<file path="src/rtl/dacbuf_pkg.sv">
package dacbuf_pkg;
  localparam int ADDR_W  = 3;
  localparam int BYTE_W  = 8;
  localparam int CODE_W  = 12;
  localparam int DIN_W   = 16;
  localparam logic [ADDR_W-1:0] OFS_CODE_LO = 3'd4;
  localparam logic [ADDR_W-1:0] OFS_CODE_HI = 3'd5;
  localparam logic [ADDR_W-1:0] OFS_DIN_LO  = 3'd6;
  localparam logic [ADDR_W-1:0] OFS_DIN_HI  = 3'd7;
endpackage

</file>
<file path="src/rtl/dacbuf_decode.sv">
module dacbuf_decode
  import dacbuf_pkg::*;
(
  input  logic [ADDR_W-1:0] addr,
  input  logic              wr,
  output logic              we_lo,
  output logic              we_hi
);
  always_comb begin
    we_lo = wr && (addr == OFS_CODE_LO);
    we_hi = wr && (addr == OFS_CODE_HI);
  end
endmodule

</file>
<file path="src/rtl/dacbuf_stage.sv">
module dacbuf_stage
  import dacbuf_pkg::*;
#(
  parameter int CW = CODE_W,
  parameter int BW = BYTE_W
) (
  input  logic          clk,
  input  logic          rst_n,
  input  logic          we_lo,
  input  logic          we_hi,
  input  logic [BW-1:0] wdata,
  output logic [CW-1:0] code,
  output logic          load
);
  localparam int HI_W = CW - BW;
  logic [BW-1:0] stage_q;

  always_ff @(posedge clk) begin
    if (!rst_n) begin
      stage_q <= '0;
      code    <= '0;
      load    <= 1'b0;
    end else begin
      if (we_lo) stage_q <= wdata;
      load <= we_hi;
      if (we_hi) code <= {wdata[HI_W-1:0], stage_q};
    end
  end
endmodule

</file>
<file path="src/rtl/dacbuf_sync.sv">
module dacbuf_sync #(
  parameter int W      = 16,
  parameter int STAGES = 2
) (
  input  logic         clk,
  input  logic         rst_n,
  input  logic [W-1:0] d,
  output logic [W-1:0] q
);
  logic [W-1:0] chain [STAGES];

  for (genvar s = 0; s < STAGES; s++) begin : g_stage
    always_ff @(posedge clk) begin
      if (!rst_n) chain[s] <= '0;
      else if (s == 0) chain[s] <= d;
      else chain[s] <= chain[(s == 0) ? 0 : s-1];
    end
  end

  assign q = chain[STAGES-1];
endmodule

</file>
<file path="src/rtl/dacbuf_rdmux.sv">
module dacbuf_rdmux
  import dacbuf_pkg::*;
(
  input  logic              clk,
  input  logic              rst_n,
  input  logic              rd,
  input  logic [ADDR_W-1:0] addr,
  input  logic [DIN_W-1:0]  din_s,
  output logic [BYTE_W-1:0] rdata
);
  logic [BYTE_W-1:0] sel;

  always_comb begin
    unique case (addr)
      OFS_DIN_LO: sel = din_s[BYTE_W-1:0];
      OFS_DIN_HI: sel = din_s[DIN_W-1:BYTE_W];
      default:    sel = '0;
    endcase
  end

  always_ff @(posedge clk) begin
    if (!rst_n) rdata <= '0;
    else rdata <= rd ? sel : '0;
  end
endmodule

</file>
<file path="src/rtl/dacbuf_regs.sv">
module dacbuf_regs
  import dacbuf_pkg::*;
#(
  parameter int SYNC_STAGES = 2
) (
  input  logic              clk,
  input  logic              rst_n,
  input  logic [ADDR_W-1:0] bus_addr,
  input  logic              bus_wr,
  input  logic              bus_rd,
  input  logic [BYTE_W-1:0] bus_wdata,
  output logic [BYTE_W-1:0] bus_rdata,
  output logic [CODE_W-1:0] dac_code,
  output logic              dac_load,
  input  logic [DIN_W-1:0]  din
);
  logic we_lo, we_hi;
  logic [DIN_W-1:0] din_s;

  dacbuf_decode u_dec (
    .addr(bus_addr), .wr(bus_wr), .we_lo(we_lo), .we_hi(we_hi)
  );

  dacbuf_stage #(.CW(CODE_W), .BW(BYTE_W)) u_stage (
    .clk(clk), .rst_n(rst_n), .we_lo(we_lo), .we_hi(we_hi),
    .wdata(bus_wdata), .code(dac_code), .load(dac_load)
  );

  dacbuf_sync #(.W(DIN_W), .STAGES(SYNC_STAGES)) u_sync (
    .clk(clk), .rst_n(rst_n), .d(din), .q(din_s)
  );

  dacbuf_rdmux u_rd (
    .clk(clk), .rst_n(rst_n), .rd(bus_rd), .addr(bus_addr),
    .din_s(din_s), .rdata(bus_rdata)
  );
endmodule

</file>
<file path="config.mk">
export PLATFORM = sky130hd
export DESIGN_NAME = dacbuf_regs
export DESIGN_NICKNAME = d
export VERILOG_FILES = /design/src/rtl/dacbuf_pkg.sv /design/src/rtl/dacbuf_decode.sv /design/src/rtl/dacbuf_stage.sv /design/src/rtl/dacbuf_sync.sv /design/src/rtl/dacbuf_rdmux.sv /design/src/rtl/dacbuf_regs.sv
export SDC_FILE = /design/constraint.sdc
export NUM_CORES = 1
export LEC_CHECK = 0
export ABC_AREA = 1
export BUFFER_PORTS_ARGS = -buffer_cell sky130_fd_sc_hd__buf_2
export CORE_MARGIN = 4
export CORE_UTILIZATION = 25
export CTS_BUF_LIST = sky130_fd_sc_hd__clkbuf_4 sky130_fd_sc_hd__clkbuf_8 sky130_fd_sc_hd__clkbuf_16
export CTS_CLUSTER_SIZE = 10
export DETAILED_ROUTE_END_ITERATION = 8
export GPL_ROUTABILITY_DRIVEN = 1
export PLACE_DENSITY = 0.46
export SKIP_LAST_GASP = 1
export SLEW_MARGIN = 40
export SYNTH_ARGS = -nofsm -noshare
export SYNTH_HDL_FRONTEND = slang
export SYNTH_HIERARCHICAL = 1
export SYNTH_SLANG_ARGS = --single-unit
</file>
<file path="constraint.sdc">
create_clock -name clk -period 1.7 [get_ports clk]
set_input_delay 0.085 -clock clk [delete_from_list [all_inputs] [get_ports clk]]
set_output_delay 0.085 -clock clk [all_outputs]
set_load 0.1 [all_outputs]
</file>
After elaboration in Yosys (flattened, before gate mapping)

Memory sizes are Yosys's and may differ from the RTL's.
Index checks and enable logic that the tools add are counted.

Flip-flop bits (word level): 29
Memory bits (writable): 32
Bits of input ports: 31
Output and inout bits: 21
Word-level logic and storage cells: 19
Memories kept: 1

Memories:

| name         | words | bits a word | rd ports | clocked after Yosys merged registers in | wr ports | RTL line          | text |
|---|---|---|---|---|---|---|---|
| u_sync.chain | 2     | 16          | 2        | 0                                       | 2        | dacbuf_sync.sv:10 | `logic [W-1:0] chain [STAGES];` |

Eq/ne operators: 4
Multiplexer cells: 5
Bitwise operators: 2
Reductions and logical operators: 3

Operators with widths:

| operator           | number |
|---|---|
| $mux 16            | 2 |
| $pmux 8 s2         | 1 |
| $eq 3x3->1 const B | 4 |
| $logic_and 1x1->1  | 2 |
| $mux 1             | 2 |
| $or 1x1->1         | 2 |
| $reduce_and 2->1   | 1 |

Logic depth before layout (Yosys ltp)

Word-level depth: 2
Depth in mapped cells: 8
Mapped depth without buffers: 6

Cells and area by module

Netlist, hierarchy kept.

Modules (own cells, without submodules):

| module        | instances | cells an instance | area an instance (µm²) | sequential area each (µm²) |
|---|---|---|---|---|
| dacbuf_sync   | 1         | 99                | 914.6                  | 640.6 |
| dacbuf_stage  | 1         | 126               | 865.8                  | 420.4 |
| dacbuf_rdmux  | 1         | 39                | 374.1                  | 160.2 |
| dacbuf_decode | 1         | 7                 | 26.3                   | 0.0 |

Worst setup path before layout

No wires, ideal clock.

Path kind: register -> register
From: register u_stage/code[9] (netlist name)
To: register u_stage.code[9]
Arrival time: 1.142 ns
Data required time: 1.635 ns
Slack: 0.493 ns
Stages on the path, launching flop included: 3
Buffers on the path: 0
Path through: dfxtp_1 nor2_1 nor2_1

RTL lines:

| element                | RTL line           | text |
|---|---|---|
| end signal: assignment | dacbuf_stage.sv:26 | `if (we_hi) code <= {wdata[HI_W-1:0], stage_q};` |
| end: declaration       | dacbuf_stage.sv:12 | `output logic [CW-1:0] code,` |

Final worst setup path

From: register u_stage.code[0]
To: output dac_code[0]

RTL lines:

| element          | RTL line          | text |
|---|---|---|
| end: declaration | dacbuf_regs.sv:13 | `output logic [CODE_W-1:0] dac_code,` |

No word-level cell between the ends.

==> reports/qor.json <==
{
  "route": {
    "routed_wire_length_per_instance_microns": 9.81,
    "totalWireLength_microns": 4390,
    "vias_per_cell": 3.73,
    "drt.antenna.violating_nets": 0,
    "initialDrtViolationCount": 97,
    "first_pass_iters": 4,
    "drcViolationCount": 0,
    "vias": 1666
  },
  "clocking": {
    "cts.path.max_buffers": 2,
    "numCtsBuffers": 9,
    "clk_root_buffer_cell": "sky130_fd_sc_hd__clkbuf_8",
    "tritoncts": "done",
    "cts.clk_slew.worst_paths_ns": 0.07,
    "ctsHtreeMaxLevel": 3,
    "number_of_clock_sinks_seen_by_cts": 61,
    "post-cts-setup-buffer-count": 0,
    "clk_latency_ns": 0.33
  },
  "grt": {
    "via_count_of_the_first_global_routing_pass": 1543,
    "global_route.usage.total_pct": 9.41,
    "antenna_found_initial": 0,
    "wire_length_of_the_first_global_routing_pass_microns": 7330,
    "maximum_number_of_pins_on_one_net_before_global_route_repair": 45,
    "grt_overflow_total": 0
  },
  "worst_hold_path": {
    "timing.hold.worst.start": "bus_wdata[5]",
    "min_path_type": "input port to register",
    "worstHoldPathCells": 5,
    "worst_hold_path.endpoint": "u_stage/stage_q[5]"
  },
  "finish": {
    "final_cell_count_no_fill": 447,
    "diodes": 0,
    "num-nets-final": 368,
    "finish.instance_area_sq_mm": 0.00276,
    "footprint_of_the_multi_input_gates_sq_um": 592,
    "layout-drive-gt1-share_pct": 21.3,
    "flow.area_growth_from_synthesis_pct": 26.4,
    "n_fill_cell": 919,
    "area.sequential_sq_mm": 0.00122
  },
  "yosys": {
    "yosys_warnings": 6,
    "netlist_instances": 271,
    "synth.distinct_cells": 12,
    "syn-mean-instance-area_sq_um": 8.05,
    "post_synthesis_sequential_element_count": 61,
    "netlist_area_sq_mm": 0.00218,
    "synth.yosys.seq_area_share_pct": 56.0,
    "synth_fp_nets": 302
  },
  "floorplanning": {
    "ios": 52,
    "coreArea_sq_mm": 0.00834,
    "placement_rows": 33,
    "die_area_sq_mm": 0.0103,
    "initial_utilization_pct": 26.1,
    "die_y_microns": 101,
    "die_width_microns": 101
  },
  "sta": {
    "worst_clock_skew_ns": 0.00699,
    "setup_tns_ns": 0,
    "fmax_ghz": 0.819,
    "rsz0062_at_grt": "false",
    "layout_worst_path_cycle_share_pct": 71.8,
    "final_max_slew_viol_count": 0,
    "setup_viol_count_final": 0,
    "slew-limit-headroom_pct": 66.9,
    "pin_slew_with_the_least_headroom_to_its_limit_ns": 0.499,
    "timing.final.crit_period_ns": 1.22,
    "report.final.hold_viol_count": 0
  },
  "critical_path": {
    "crit-reg2reg-capture": "u_rd/rdata[2]",
    "worst_r2r_startpoint": "u_sync/chain[1][2]",
    "timing.reg2reg.worst_path_depth": 2,
    "critical_path_s_slowest_cell": "sky130_fd_sc_hd__buf_2",
    "crit_family": "buffers and inverters",
    "cp_cell_sequence": "buf_2",
    "timing.critical_path.from_type": "register",
    "path_class": "register to output pin",
    "timing.critical_path.required_ns": 1.62,
    "crit_fanout": 2,
    "critPathArrivalTime_ns": 1.14,
    "cp.buffers_inverters": 1,
    "worst_path_largest_cell_delay_ns": 0.44,
    "worstSetupEndpointType": "output pin",
    "r2r_setup_slack_ns": 1.02
  },
  "placed_design": {
    "globalplace.congestion": 0.787,
    "place_inst": 415,
    "postPlaceCellArea_sq_mm": 0.00242,
    "post-dp-hpwl_microns": 3030,
    "port_buffers": 51
  },
  "power": {
    "power_switching_mw": 0.760,
    "max-vdd-ir-drop_mv": 0.329,
    "pwr-share-comb_pct": 9.7,
    "power_density_relative_to_cell_area_mw_per_mm2": 1050,
    "total_design_power_mw": 2.90,
    "p_sw_share_pct": 26.2,
    "clock_power_share_pct": 38.5,
    "power.sequential.fraction_pct": 51.8,
    "p_int_mw": 2.14,
    "p_leak_nw": 1.46
  },
  "flow_run": {
    "timing.max_cap.violations": 0
  },
  "status": {
    "run_status": "complete, no violations"
  }
}
cells in the mapped netlist, drive strengths merged:
master | n | share of area (%)
nand4 | 16 | 4.6
nand2 | 77 | 13
buf | 15 | 7.8
a21oi | 8 | 1.8
inv | 52 | 9.1
dfxtp | 61 | 56
nor2 | 42 | 7.2
cell usage in the layout (no fill, tap or decap), drive strengths merged:
master	n
nand2	77
dfxtp	61
buf	54
inv	52
nor2	42
dlygate4sd3	16
nand4	16
clkbuf	10
a21oi	8
clkinv	4
clkinvlp	2
metal layers:
layer	share of wire, %	vias up	track usage, %	routed length [microns]
li1	-	924	-	-
met1	51	699	12.4	2250
met2	39	37	12.5	1730
met3	6.9	6	4.20	304
met4	2.4	0	5.52	104
met5	0	-	0	0
cell type report:
cell class	count	area share [%]
Sequential cell	61	44.3
Multi-Input combinational cell	143	21.5
Timing Repair Buffer	70	15.9
Inverter	52	7.17
Clock buffer	10	4.99
Tap cell	105	4.77
Clock inverter	6	1.41
registers in the layout, summed over array words and instances, names as in the netlist:
register / flops
u_rd/rdata: 8
u_stage/code: 12
u_stage/stage_q: 8
u_sync/chain: 32
u_stage/load: 1
power by group through the flow:
stage | Clock (mW) | Sequential (mW) | Combinational [mW]
global route | 1.22 | 1.51 | 0.314
finish | 1.12 | 1.50 | 0.282
CTS | 1.16 | 1.50 | 0.284
floorplan | 0 | 1.61 | 0.131
detailed placement | 0 | 1.53 | 0.256
global placement | 0 | 1.53 | 0.254
through the flow:
step           setup slack, ns  hold slack, ns  util [%]
5_1_grt                  0.435          0.0576      33.0
2_1_floorplan            0.493           0.178         -
3_3_place_gp             0.590           0.274      29.0
6_report                 0.479          0.0427      33.0
4_1_cts                  0.449          0.0312      33.0
3_5_place_dp             0.552           0.275      29.0
worst max path at each step:
stage / from / end / slack (ns) / cells after the start
4_1_cts: u_stage/code[0] / dac_code[0] / 0.45 / 1
6_report: u_stage/code[0] / dac_code[0] / 0.48 / 1
3_3_place_gp: bus_addr[2] / u_stage/code[3] / 0.59 / 7
3_5_place_dp: bus_addr[2] / u_stage/code[3] / 0.55 / 7
2_1_floorplan: u_stage/code[9] / u_stage/code[9] / 0.49 / 2
5_1_grt: u_stage/code[0] / dac_code[0] / 0.43 / 1
worst register-to-register path, cell delays in order (launching register included):
cell and delay [ns]:
sky130_fd_sc_hd__dfxtp_1 0.33, sky130_fd_sc_hd__nand4_1 0.10, sky130_fd_sc_hd__a21oi_1 0.18
timing repair:
item                      4_1_cts  5_1_grt
gates resized for setup         0        0
hold buffers                   16        0
hold endpoints to repair       16        0
cells by family after synthesis:
logic type | Yosys count | synth area share [%]
compound gates | 8 | 1.84
buf+inv | 67 | 16.9
flops | 61 | 56.0
simple gates | 135 | 25.3
(Power assumes the default switching activity.)
